$ cat src/rtl/wdog_pkg.sv
package wdog_pkg;
  localparam int unsigned DATA_W   = 32;
  // byte offsets decoded by the register port
  localparam int unsigned OFS_KICK = 'h04;
  localparam int unsigned OFS_CTRL = 'h08;
  localparam int unsigned OFS_STAT = 'h0C;
  localparam int unsigned OFS_BARK = 'h10;
  localparam int unsigned OFS_BITE = 'h14;
  // control field positions
  localparam int unsigned CTRL_RUN = 0;
  localparam int unsigned CTRL_IRQ = 1;
endpackage

$ cat src/rtl/wdog_regs.sv
module wdog_regs
  import wdog_pkg::*;
#(
  parameter int unsigned ADDR_W = 5,
  parameter int unsigned CNT_W  = 28
) (
  input  logic              clk,
  input  logic              rst_por,
  input  logic              rst_sys,
  input  logic              wr_en,
  input  logic              rd_en,
  input  logic [ADDR_W-1:0] addr,
  input  logic [DATA_W-1:0] wdata,
  input  logic              bite_seen,
  output logic [DATA_W-1:0] rdata,
  output logic              run,
  output logic              irq_en,
  output logic [CNT_W-1:0]  bark_thr,
  output logic [CNT_W-1:0]  bite_thr,
  output logic              kick,
  output logic              stop,
  output logic              caused
);
  localparam logic [CNT_W-1:0] THR_RST = {CNT_W{1'b1}};

  logic rst_any;
  logic sel_kick, sel_ctrl, sel_stat, sel_bark, sel_bite;
  logic [DATA_W-CNT_W-1:0] unused_hi;

  assign rst_any  = rst_por | rst_sys;
  assign sel_kick = (addr == ADDR_W'(OFS_KICK));
  assign sel_ctrl = (addr == ADDR_W'(OFS_CTRL));
  assign sel_stat = (addr == ADDR_W'(OFS_STAT));
  assign sel_bark = (addr == ADDR_W'(OFS_BARK));
  assign sel_bite = (addr == ADDR_W'(OFS_BITE));
  assign unused_hi = wdata[DATA_W-1:CNT_W];

  // one-edge command pulses toward the counter
  assign kick = wr_en & sel_kick & wdata[0];
  assign stop = wr_en & sel_ctrl & ~wdata[CTRL_RUN];

  always_ff @(posedge clk) begin
    if (rst_any) begin
      run      <= 1'b0;
      irq_en   <= 1'b0;
      bark_thr <= THR_RST;
      bite_thr <= THR_RST;
    end else if (wr_en) begin
      if (sel_ctrl) begin
        run    <= wdata[CTRL_RUN];
        irq_en <= wdata[CTRL_IRQ];
      end
      if (sel_bark) bark_thr <= wdata[CNT_W-1:0];
      if (sel_bite) bite_thr <= wdata[CNT_W-1:0];
    end
  end

  // cause flag lives in the power-on domain only
  always_ff @(posedge clk) begin
    if (rst_por)                             caused <= 1'b0;
    else if (bite_seen)                      caused <= 1'b1;
    else if (wr_en && sel_stat && wdata[0])  caused <= 1'b0;
  end

  always_ff @(posedge clk) begin
    if (rst_any) begin
      rdata <= '0;
    end else if (rd_en) begin
      rdata <= '0;
      if (sel_ctrl) begin
        rdata[CTRL_RUN] <= run;
        rdata[CTRL_IRQ] <= irq_en;
      end
      if (sel_stat) rdata[0] <= caused;
      if (sel_bark) rdata <= DATA_W'(bark_thr);
      if (sel_bite) rdata <= DATA_W'(bite_thr);
    end
  end
endmodule

$ cat src/rtl/wdog_core.sv
module wdog_core #(
  parameter int unsigned CNT_W = 28
) (
  input  logic             clk,
  input  logic             rst,
  input  logic             run,
  input  logic             irq_en,
  input  logic             kick,
  input  logic             stop,
  input  logic [CNT_W-1:0] bark_thr,
  input  logic [CNT_W-1:0] bite_thr,
  output logic             bark_irq,
  output logic             bite_req
);
  logic [CNT_W-1:0] cnt_q;
  logic clr, at_bite, at_bark, bark_ok;

  assign clr     = kick | stop | ~run;
  assign at_bite = (cnt_q >= bite_thr);
  assign at_bark = (cnt_q >= bark_thr);
  assign bark_ok = (bark_thr < bite_thr);

  always_ff @(posedge clk) begin
    if (rst || clr) begin
      cnt_q    <= '0;
      bark_irq <= 1'b0;
      bite_req <= 1'b0;
    end else begin
      if (!at_bite) cnt_q <= cnt_q + 1'b1;
      bite_req <= at_bite;
      if (irq_en && at_bark && bark_ok) bark_irq <= 1'b1;
    end
  end
endmodule

$ cat src/rtl/wdog_bark_bite.sv
module wdog_bark_bite
  import wdog_pkg::*;
#(
  parameter int unsigned ADDR_W = 5,
  parameter int unsigned CNT_W  = 28
) (
  input  logic              clk,
  input  logic              rst_por,
  input  logic              rst_sys,
  input  logic              wr_en,
  input  logic              rd_en,
  input  logic [ADDR_W-1:0] addr,
  input  logic [31:0]       wdata,
  output logic [31:0]       rdata,
  output logic              bark_irq,
  output logic              bite_req,
  output logic              wdog_caused
);
  logic             run_w, irq_en_w, kick_w, stop_w;
  logic [CNT_W-1:0] bark_thr_w, bite_thr_w;

  wdog_regs #(.ADDR_W(ADDR_W), .CNT_W(CNT_W)) u_regs (
    .clk(clk), .rst_por(rst_por), .rst_sys(rst_sys),
    .wr_en(wr_en), .rd_en(rd_en), .addr(addr), .wdata(wdata),
    .bite_seen(bite_req), .rdata(rdata),
    .run(run_w), .irq_en(irq_en_w),
    .bark_thr(bark_thr_w), .bite_thr(bite_thr_w),
    .kick(kick_w), .stop(stop_w), .caused(wdog_caused)
  );

  wdog_core #(.CNT_W(CNT_W)) u_core (
    .clk(clk), .rst(rst_por | rst_sys),
    .run(run_w), .irq_en(irq_en_w), .kick(kick_w), .stop(stop_w),
    .bark_thr(bark_thr_w), .bite_thr(bite_thr_w),
    .bark_irq(bark_irq), .bite_req(bite_req)
  );
endmodule

$ cat config.mk
export PLATFORM = sky130hd
export DESIGN_NAME = wdog_bark_bite
export DESIGN_NICKNAME = d
export VERILOG_FILES = /design/src/rtl/wdog_pkg.sv /design/src/rtl/wdog_regs.sv /design/src/rtl/wdog_core.sv /design/src/rtl/wdog_bark_bite.sv
export SDC_FILE = /design/constraint.sdc
export NUM_CORES = 1
export LEC_CHECK = 0
export BUFFER_PORTS_ARGS = -buffer_cell sky130_fd_sc_hd__buf_2
export CORE_MARGIN = 10
export CORE_UTILIZATION = 45
export CTS_BUF_LIST = sky130_fd_sc_hd__clkbuf_16
export DETAILED_ROUTE_END_ITERATION = 8
export PLACE_DENSITY = 0.66
export SLEW_MARGIN = 40
export SYNTH_ARGS = -nofsm -noshare
export SYNTH_HDL_FRONTEND = slang
export SYNTH_SLANG_ARGS = --single-unit
$ cat constraint.sdc
create_clock -name clk -period 2.51 [get_ports clk]
set_clock_uncertainty 0.15 [all_clocks]
set_input_delay 0.502 -clock clk [delete_from_list [all_inputs] [get_ports clk]]
set_output_delay 0.502 -clock clk [all_outputs]
set_load 0.01 [all_outputs]
==> reports/results.tsv, run 1 <==
stage	metric	value	unit
critical_path	critPathMaxStageDelay	450	ps
power_and_ir_drop	sequential_power_share	43.0	%
power_and_ir_drop	fin_total_pwr	4350	uW
critical_path	crit-reg2reg-capture	u_core.cnt_q[15]	
grt	pin_count_of_the_biggest_net_entering_global_routing	57	
drt	drt.antenna.violating_nets	0	
yosys	ys_seq_elements	117	
sta	tightestPinTransition	748	ps
floorplanning	io_pins	77	
critical_path	crit_buf_inv	2	
placement	number_of_buffer_cells_added_on_primary_ports	68	
final_layout	post-route-cell-area	8940	sq um
yosys	synth.cell_area	7070	sq um
critical_path	worst_ep_required_time	2710	ps
grt	globalRouteOverflowTotal	0	
drt	via_per_inst	5.55	
clock_tree	cts.root.buffer_cell	sky130_fd_sc_hd__clkbuf_16	
critical_path	start_kind	register	
hold_path	hold_depth	2	
grt	grt_first_pass_wirelength	32500	microns
drt	met3_wirelength	1250	microns
yosys	synth_warnings	0	
power_and_ir_drop	p_leak	0.00428	uW
yosys	synthDistinctLibCells	46	
drt	routed_length_per_instance	16.3	microns
flow_run	timing.max_cap.violations	0	
floorplanning	floorplan.initialDensity	46.1	%
clock_tree	cts-buffers-inserted	17	
critical_path	end_kind	register	
placement	final_estimated_routing_congestion_in_global_placement	0.874	
drt	top_layer	met4	
critical_path	r2r-start	u_core.cnt_q[0]	
grt	first_global_vias	6340	
final_layout	fill_cells	1405	
hold_path	holdPathEnd	u_regs.caused	
yosys	post_synth_inst_count	865	
critical_path	timing.critical_path.from	u_core.cnt_q[0]	
hold_path	hp-class	in2reg	
sta	report.final.hold_viol_count	0	
sta	finalSetupViolCount	0	
drt	detail_route.drc_violations	0	
drt	route.vias.total	6714	
clock_tree	clock_insertion_delay_worst_skew	420	ps
grt	gr-usage-all-layers	18.4	%
critical_path	crit_path_top_delay_cell	sky130_fd_sc_hd__a2111o_1	
floorplanning	core-area	15300	sq um
power_and_ir_drop	powerDensity	486	nW/um^2
sta	timing.final.max_slew_violations	0	
outcome	status	completed	
final_layout	drive_above_1_share	21.8	%
clock_tree	clock_sinks	117	
yosys	synthArstFlopShare	0	%
power_and_ir_drop	p_sw	986	uW
drt	routed_wirelength	19700	microns
critical_path	cp_delay_by_family_top	compound AO/OA/AOI/OAI gates	
critical_path	worst_case_register_to_register_setup_slack	10	ps
critical_path	cpMostUsedCell	sky130_fd_sc_hd__a2111o_1	
power_and_ir_drop	power.internal	3360	uW
drt	wl_met1	9470	microns
drt	route.met2.wl	8650	microns
sta	max_freq	0.400	GHz
power_and_ir_drop	clock_power_share	52.6	%
critical_path	ff2ff_path_depth	9	
floorplanning	floorplan.die.width	145	microns
clock_tree	cts.htree.levels	4	
clock_tree	max-clock-path-buffers	2	
floorplanning	rows	45	
power_and_ir_drop	peakVddDrop	0.455	mV
placement	post_dp_cell_area	8110	sq um
sta	grt_setup_unrepaired	yes	
critical_path	cp.arrival	2700	ps
yosys	register_area_share_after_synthesis	33.2	%
placement	place_hpwl	14400	microns
critical_path	timing.critical_path.cells	inv_2 > ha_4 > nand2b_4 > a2111o_1 > a32oi_4 > buf_12 > nand4_4 > a2111o_1 > o21ai_1	
yosys	synth_top_flop_cell	sky130_fd_sc_hd__dfxtp_1	
sta	finalCriticalPeriod	2500	ps
yosys	synth_edf_count	0	
power_and_ir_drop	p_sw_share	22.7	%
final_layout	num_antenna_cells	0	
power_and_ir_drop	share_comb_of_total_power	4.4	%
yosys	syn-mean-instance-area	8.17	sq um
sta	slew_headroom	50.2	%
critical_path	worstSetupPathType	reg2reg	
critical_path	path_max_fanout	8	
floorplanning	die_y	145	microns
clock_tree	tritoncts	done	
final_layout	final_nets	1112	
floorplanning	floorplan.die_area	21100	sq um
clock_tree	cts.clk_slew.worst_paths	60	ps
hold_path	min_from	rst_por	
grt	grt_antenna_before_repair	0	
drt	first_iter_violations	407	
drt	1st_pass_router_iterations	5	
final_layout	layout-area-overhead-vs-synth	26.6	%
sta	tcrit_tclk_final	99.6	%
cells in the final DEF, fill, tap and decap left out, drive strengths merged, types with 3 or more instances in the layout:
cell type / count
nand4: 26
a21boi: 3
conb: 4
buf: 147
nand3: 46
nand2: 125
ha: 84
o211ai: 59
nor3: 5
or3: 3
nor4: 5
clkinv: 8
a21oi: 70
and3: 6
a21o: 24
a2111o: 16
a211oi: 10
inv: 66
mux2i: 15
o21ai: 55
dfxtp: 117
nor2: 22
nand2b: 43
clkbuf: 17
registers in the layout (all words and copies together), names as in the netlist:
| signal | cells |
|---|---|
| u_core.bark_irq | 1 |
| u_regs.run | 1 |
| u_regs.bite_thr | 28 |
| u_regs.bark_thr | 28 |
| u_core.cnt_q | 28 |
| u_regs.rdata | 28 |
| u_core.bite_req | 1 |
| u_regs.irq_en | 1 |
| u_regs.caused | 1 |
metrics by stage:
step | TNS (ps) | utilization (%) | setup WS, ps | instances | hold slack [ps]
after floorplan | 0 | - | 14.3 | 868 | 312
after global placement | -1130 | 52.9 | -92.7 | 1169 | 304
final | 0 | 58.4 | 10.3 | 1210 | 144
after detailed placement | -1530 | 52.9 | -108 | 1169 | 305
after global routing | -1240 | 58.4 | -103 | 1210 | 152
after CTS | -51.4 | 56.9 | -20.0 | 1202 | 132
power by group through the flow:
stage / Clock, uW / Sequential, uW / Combinational (uW)
after floorplan: 0 / 1910 / 112
after global placement: 0 / 1910 / 189
after detailed placement: 0 / 1910 / 190
after CTS: 2300 / 1870 / 191
after global routing: 2390 / 1870 / 214
final: 2280 / 1870 / 193
metal layers:
layer | vias to the layer above | track usage, %
li1 | 3372 | -
met1 | 3134 | 25.3
met2 | 177 | 27.4
met3 | 31 | 4.59
met4 | 0 | 5.97
met5 | - | 0
Yosys cell counts (2+ instances only):
library cell	instances	area (sq um)
sky130_fd_sc_hd__nand4_2	3	37.5
sky130_fd_sc_hd__buf_4	4	30.0
sky130_fd_sc_hd__o21ai_1	17	85.1
sky130_fd_sc_hd__nor2_1	22	82.6
sky130_fd_sc_hd__and3_1	6	37.5
sky130_fd_sc_hd__nand2b_1	43	269
sky130_fd_sc_hd__nor3_1	4	20.0
sky130_fd_sc_hd__o21ai_0	38	190
sky130_fd_sc_hd__or3_1	3	18.8
sky130_fd_sc_hd__o22ai_1	2	12.5
sky130_fd_sc_hd__nor4_1	3	18.8
sky130_fd_sc_hd__buf_1	6	22.5
sky130_fd_sc_hd__a211oi_1	9	67.6
sky130_fd_sc_hd__mux2i_1	15	150
sky130_fd_sc_hd__a21boi_1	3	22.5
sky130_fd_sc_hd__nand2_1	125	469
sky130_fd_sc_hd__clkbuf_1	37	139
sky130_fd_sc_hd__o221ai_1	2	17.5
sky130_fd_sc_hd__inv_1	63	236
sky130_fd_sc_hd__a2111o_1	16	180
sky130_fd_sc_hd__nand4_1	23	144
sky130_fd_sc_hd__a21o_1	24	180
sky130_fd_sc_hd__o2111ai_1	2	17.5
sky130_fd_sc_hd__ha_1	84	1050
sky130_fd_sc_hd__nand3_1	46	230
sky130_fd_sc_hd__dfxtp_1	117	2340
sky130_fd_sc_hd__and4_1	2	17.5
sky130_fd_sc_hd__o211ai_1	59	443
sky130_fd_sc_hd__a21oi_1	70	350
kinds of logic (layout without fill, tap and decap cells):
kind of cell,after synthesis,in the layout,share of synthesized area (%)
and+or+nand+nor,286,286,19.9
AOI/OAI and AO/OA,250,250,23.6
DFF,117,117,33.2
adders and majority gates,84,84,14.9
buffers and inverters,112,243,6.29
other,1,4,0.0531
muxes,15,15,2.12
cell type report:
| type | count | area [sq um] | area share [%] |
|---|---|---|---|
| clock buffers | 17 | 425 | 4.76 |
| clock inverters | 15 | 124 | 1.39 |
| inverters | 63 | 239 | 2.67 |
| multi-input cells | 639 | 4500 | 50.3 |
| flip-flops and latches | 117 | 2350 | 26.2 |
| well taps | 211 | 264 | 2.95 |
| repair buffers | 148 | 1050 | 11.7 |
how the worst max path moves through the flow:
stage	cells past startpoint	slack (ps)	endpoint
finish	9	10	u_core.cnt_q[15]
global route	10	-100	u_core.cnt_q[17]
CTS	8	-20	u_core.cnt_q[17]
detailed placement	8	-110	u_core.cnt_q[20]
global placement	8	-90	u_core.cnt_q[17]
floorplan	9	10	u_core.cnt_q[9]
repair_timing:
action,in CTS,in global routing
setup endpoints to repair,28,28
gates resized for setup,10,32
hold buffers,0,0
buffers inserted,1,7
gates cloned,0,1
pin swaps,11,20
Note: power is estimated with default switching activity, not from simulation.
==> inputs of run 2 (changes only) <==
--- a/config.mk
+++ b/config.mk
@@ -6,11 +6,10 @@
 export NUM_CORES = 1
 export LEC_CHECK = 0
 export BUFFER_PORTS_ARGS = -buffer_cell sky130_fd_sc_hd__buf_2
-export CORE_MARGIN = 10
 export CORE_UTILIZATION = 45
 export CTS_BUF_LIST = sky130_fd_sc_hd__clkbuf_16
 export DETAILED_ROUTE_END_ITERATION = 8
-export PLACE_DENSITY = 0.66
+export PLACE_DENSITY = 0.73
 export SLEW_MARGIN = 40
 export SYNTH_ARGS = -nofsm -noshare
 export SYNTH_HDL_FRONTEND = slang
==> reports/results.tsv, run 2 (same netlist as run 1, synthesis figures left out) <==
stage	metric	value	unit
outcome	status	complete, but fails checks	
outcome	failing_checks	setup timing	
final_layout	final_nets	1104	
floorplanning	core-area	15300	sq um
drt	route.vias.total	6732	
drt	via_per_inst	5.60	
critical_path	end_kind	register	
power_and_ir_drop	fin_total_pwr	4440	uW
clock_tree	cts.htree.levels	4	
drt	drt.antenna.violating_nets	0	
sta	grt_setup_unrepaired	yes	
critical_path	ff2ff_path_depth	9	
floorplanning	floorplan.die_area	16200	sq um
grt	first_global_vias	6131	
final_layout	area.sequential	2340	sq um
final_layout	fill_cells	1305	
sta	tcrit_tclk_final	101	%
sta	tns	-37.4	ps
final_layout	multi_input_comb_area	4460	sq um
sta	hold_slack	133	ps
placement	dpl.cell_count	1162	
grt	globalRouteOverflowTotal	0	
drt	routed_wirelength	18800	microns
drt	1st_pass_router_iterations	5	
flow_run	timing.max_cap.violations	0	
drt	routed_length_per_instance	15.7	microns
sta	max_freq	0.394	GHz
critical_path	crit-reg2reg-capture	u_core.cnt_q[11]	
critical_path	crit_path_top_delay_cell	sky130_fd_sc_hd__a2111o_1	
final_layout	final_common_cell	sky130_fd_sc_hd__nand2_1	
critical_path	r2r-start	u_core.cnt_q[0]	
clock_tree	max-clock-path-buffers	2	
power_and_ir_drop	powerDensity	502	nW/um^2
sta	finalSetupViolCount	2	
critical_path	cp.arrival	2740	ps
critical_path	worst_case_register_to_register_setup_slack	-30	ps
critical_path	path_max_fanout	8	
clock_tree	cts.clk_slew.worst_paths	60	ps
hold_path	holdPathEnd	u_regs.caused	
grt	grt_first_pass_wirelength	30400	microns
clock_tree	clock_insertion_delay_worst_skew	430	ps
sta	finalCriticalPeriod	2540	ps
clock_tree	cts.root.buffer_cell	sky130_fd_sc_hd__clkbuf_16	
floorplanning	floorplan.initialDensity	46.3	%
power_and_ir_drop	peakVddDrop	0.474	mV
grt	grt_antenna_before_repair	0	
clock_tree	tritoncts	done	
floorplanning	io_pins	77	
clock_tree	cts-buffers-inserted	17	
placement	number_of_buffer_cells_added_on_primary_ports	68	
grt	pin_count_of_the_biggest_net_entering_global_routing	57	
hold_path	hold_depth	2	
critical_path	worstSetupPathType	reg2reg	
clock_tree	clock_sinks	117	
floorplanning	floorplan.die.width	127	microns
critical_path	timing.critical_path.cells	inv_2 > ha_4 > nand2b_4 > a2111o_1 > a32oi_4 > nand4_1 > buf_6 > a2111o_1 > o21ai_1	
critical_path	critPathMaxStageDelay	410	ps
floorplanning	die_y	127	microns
sta	report.final.hold_viol_count	0	
critical_path	cpMostUsedCell	sky130_fd_sc_hd__a2111o_1	
sta	timing.final.max_slew_violations	0	
hold_path	hp-class	in2reg	
sta	tightestPinTransition	746	ps
final_layout	num_antenna_cells	0	
power_and_ir_drop	p_leak	0.00427	uW
sta	post_route_worst_setup_slack	-25.2	ps
final_layout	stdcell_count	1202	
drt	detail_route.drc_violations	0	
sta	slew_headroom	50.2	%
critical_path	worst_ep_required_time	2720	ps
hold_path	min_from	rst_por	
grt	gr-usage-all-layers	23.9	%
final_layout	drive_above_1_share	20.5	%
final_layout	final_core_util	57.9	%
final_layout	layout-area-overhead-vs-synth	25.1	%
placement	final_estimated_routing_congestion_in_global_placement	0.826	
final_layout	mostFrequentLayoutCells	sky130_fd_sc_hd__nand2_1, sky130_fd_sc_hd__dfxtp_1, sky130_fd_sc_hd__ha_1, sky130_fd_sc_hd__buf_2	
critical_path	start_kind	register	
drt	first_iter_violations	528	
placement	place_hpwl	13500	microns
floorplanning	rows	45	
## run 2: cell count changes in the layout (fill, tap and decap cells not counted), sizes merged
cell and change:
bufinv +1, clkinvlp -1, buf -7, clkdlybuf4s15 -1
## run 2: routing by layer
metal / up-vias / share of wire (%) / global-route usage, %
li1: 3351 / - / -
met5: - / 0 / 0
met4: 0 / 2.1 / 9.94
met1: 3148 / 48 / 32.8
met3: 31 / 5.6 / 4.27
met2: 202 / 44 / 36.8
## run 2: power by group
group / leakage [uW] / switching [uW] / internal, uW
combinational: 0.00302 / 124 / 68.1
sequential: 0.000945 / 3.56 / 1870
clock: 0.000297 / 851 / 1530
total: 0.00427 / 979 / 3460
## run 2: cell type report
class                      instances  area share (%)
sequential                       117            26.5
tap                              211            2.99
multi-input combinational        639            50.5
clock inverter                    15            1.67
clock buffer                      17            4.81
timing repair buffer             140            10.8
inverter                          63            2.68
## run 2: worst max path at each step
stage	start	end	slack (ps)	cells after the start
floorplan	u_core.cnt_q[0]	u_core.cnt_q[9]	10	9
global placement	u_core.cnt_q[0]	u_core.cnt_q[4]	-160	8
detailed placement	u_core.cnt_q[0]	u_core.cnt_q[8]	-180	8
CTS	u_core.cnt_q[0]	u_core.cnt_q[11]	-50	9
global route	u_regs.bite_thr[16]	u_core.cnt_q[11]	-90	9
finish	u_core.cnt_q[0]	u_core.cnt_q[11]	-30	9
## run 2: through the flow
stage / instance area (sq um) / setup WS [ps]
6_report: 8840 / -25.2
2_1_floorplan: 7080 / 14.3
4_1_cts: 8730 / -45.0
3_5_place_dp: 8030 / -177
3_3_place_gp: 8030 / -159
5_1_grt: 8840 / -91.2
## run 2: critical path, delay by kind of cell, from the launching register on
family	cells	cell delay, ps
AOI/OAI and AO/OA	4	1250
buffers and inverters	2	230
DFF	1	330
adders and majority gates	1	220
and+or+nand+nor	2	300
## run 2: timing repair
item	CTS	global route
endpoints found under the setup margin	26	28
buffers inserted	4	4
hold buffers	0	0
pin swaps	14	17
gates cloned	0	0
gates resized for setup	16	17
==> inputs of run 3 (changes only) <==
--- a/config.mk
+++ b/config.mk
@@ -6,10 +6,11 @@
 export NUM_CORES = 1
 export LEC_CHECK = 0
 export BUFFER_PORTS_ARGS = -buffer_cell sky130_fd_sc_hd__buf_2
+export CORE_ASPECT_RATIO = 0.9
 export CORE_UTILIZATION = 45
 export CTS_BUF_LIST = sky130_fd_sc_hd__clkbuf_16
 export DETAILED_ROUTE_END_ITERATION = 8
-export PLACE_DENSITY = 0.73
+export PLACE_DENSITY = 0.71
 export SLEW_MARGIN = 40
 export SYNTH_ARGS = -nofsm -noshare
 export SYNTH_HDL_FRONTEND = slang
==> constraint.sdc (replaced) <==
create_clock -name clk -period 2.9 [get_ports clk]
set_clock_uncertainty 0.15 [all_clocks]
set_input_delay 0.58 -clock clk [delete_from_list [all_inputs] [get_ports clk]]
set_output_delay 0.58 -clock clk [all_outputs]
set_load 0.01 [all_outputs]
==> reports/results.tsv, run 3 (same netlist as run 1, synthesis figures left out) <==
stage	metric	value	unit
clock_tree	cts.clk_slew.worst_paths	60	ps
drt	first_iter_violations	541	
clock_tree	tritoncts	done	
power_and_ir_drop	powerDensity	477	nW/um^2
critical_path	worst_ep_required_time	3100	ps
final_layout	final_nets	1059	
final_layout	fill_cells	1443	
clock_tree	cts-buffers-inserted	17	
critical_path	cp.arrival	3010	ps
grt	grt_antenna_before_repair	0	
final_layout	stdcell_count	1148	
grt	grt_first_pass_wirelength	29300	microns
sta	finalSetupViolCount	0	
sta	tightestPinTransition	745	ps
floorplanning	floorplan.die.width	134	microns
drt	detail_route.drc_violations	0	
sta	tcrit_tclk_final	96.8	%
drt	routed_wirelength	17600	microns
sta	hold_slack	222	ps
critical_path	path_max_fanout	9	
power_and_ir_drop	peakVddDrop	0.390	mV
final_layout	mostFrequentLayoutCells	sky130_fd_sc_hd__nand2_1, sky130_fd_sc_hd__dfxtp_1, sky130_fd_sc_hd__ha_1, sky130_fd_sc_hd__a21oi_1, sky130_fd_sc_hd__buf_2	
placement	final_estimated_routing_congestion_in_global_placement	0.867	
clock_tree	clock_sinks	117	
power_and_ir_drop	p_leak	0.00400	uW
grt	pin_count_of_the_biggest_net_entering_global_routing	57	
grt	first_global_vias	5759	
floorplanning	floorplan.initialDensity	45.9	%
placement	dpl.cell_count	1114	
clock_tree	max-clock-path-buffers	2	
clock_tree	ctsHoldBuffers	0	
outcome	status	completed	
sta	max_freq	0.356	GHz
final_layout	drive_above_1_share	14.6	%
drt	drt.antenna.violating_nets	0	
critical_path	start_kind	register	
sta	finalCriticalPeriod	2810	ps
placement	place_hpwl	13100	microns
grt	gr-usage-all-layers	23.0	%
drt	1st_pass_router_iterations	5	
floorplanning	die_y	121	microns
drt	route.vias.total	6382	
floorplanning	rows	43	
drt	via_per_inst	5.56	
clock_tree	clock_insertion_delay_worst_skew	420	ps
final_layout	num_antenna_cells	0	
sta	grt_setup_unrepaired	yes	
final_layout	area.sequential	2340	sq um
critical_path	worstSetupPathType	reg2reg	
placement	number_of_buffer_cells_added_on_primary_ports	68	
final_layout	final_common_cell	sky130_fd_sc_hd__nand2_1	
drt	routed_length_per_instance	15.4	microns
floorplanning	floorplan.die_area	16200	sq um
final_layout	final_core_util	53.9	%
clock_tree	cts.htree.levels	4	
final_layout	layout-area-overhead-vs-synth	17.5	%
sta	report.final.hold_viol_count	0	
grt	globalRouteOverflowTotal	0	
floorplanning	core-area	15400	sq um
clock_tree	cts.root.buffer_cell	sky130_fd_sc_hd__clkbuf_16	
sta	timing.final.max_slew_violations	0	
final_layout	multi_input_comb_area	4310	sq um
critical_path	end_kind	register	
floorplanning	io_pins	77	
flow_run	timing.max_cap.violations	0	
hold_path	hp-class	in2reg	
sta	slew_headroom	50.3	%
-- run 3: cell type report --
cell class	count	share of cell area (%)
clock buffers	17	5.13
well taps	202	3.05
repair buffers	95	6.54
flip-flops and latches	117	28.2
clock inverters	15	2.26
multi-input cells	639	52.0
inverters	63	2.85
-- run 3: worst max-delay path: stages (launching register included) --
cell                       delay, ps
sky130_fd_sc_hd__dfxtp_1         370
sky130_fd_sc_hd__inv_1            90
sky130_fd_sc_hd__ha_1            270
sky130_fd_sc_hd__nand2b_1        140
sky130_fd_sc_hd__a2111o_1        430
sky130_fd_sc_hd__a32oi_2         240
sky130_fd_sc_hd__buf_4           180
sky130_fd_sc_hd__nand3_1         280
sky130_fd_sc_hd__a211oi_1        390
sky130_fd_sc_hd__mux2i_1         210
-- run 3: worst paths after layout --
path / cells past startpoint / endpoint / from / slack [ps]
hold reg to reg: 2 / u_regs.rdata[16] / u_regs.rdata[16] / 310
setup / recovery: 9 / u_core.cnt_q[26] / u_core.cnt_q[0] / 90
hold / removal: 2 / u_regs.caused / rst_por / 220
setup reg to reg: 9 / u_core.cnt_q[26] / u_core.cnt_q[0] / 90
-- run 3: metal layers --
| metal | up-vias | share of wire, % | track usage (%) |
|---|---|---|---|
| met5 | - | 0 | 0 |
| met3 | 17 | 6.1 | 5.18 |
| met2 | 163 | 42 | 33.3 |
| li1 | 3272 | - | - |
| met4 | 0 | 1.0 | 7.30 |
| met1 | 2930 | 51 | 33.4 |
-- run 3: what timing repair did --
item	CTS	global route
gates resized for setup	0	1
endpoints found under the setup margin	0	18
setup buffers	0	2
-- run 3: per-stage QoR --
stage | setup TNS (ps) | area (sq um) | setup slack, ps | total power [uW]
3_3_place_gp | 0 | 7670 | 164 | 1810
5_1_grt | -164 | 8300 | -68.4 | 4080
3_5_place_dp | 0 | 7670 | 97.7 | 1810
6_report | 0 | 8300 | 91.4 | 3960
4_1_cts | 0 | 8280 | 88.1 | 3990
2_1_floorplan | 0 | 7080 | 354 | 1750
-- run 3: report_power, final --
| group | total [uW] | switching [uW] | internal [uW] |
|---|---|---|---|
| sequential | 1620 | 3.11 | 1610 |
| combinational | 163 | 106 | 57.4 |
| clock | 2180 | 754 | 1420 |
| total | 3960 | 863 | 3100 |
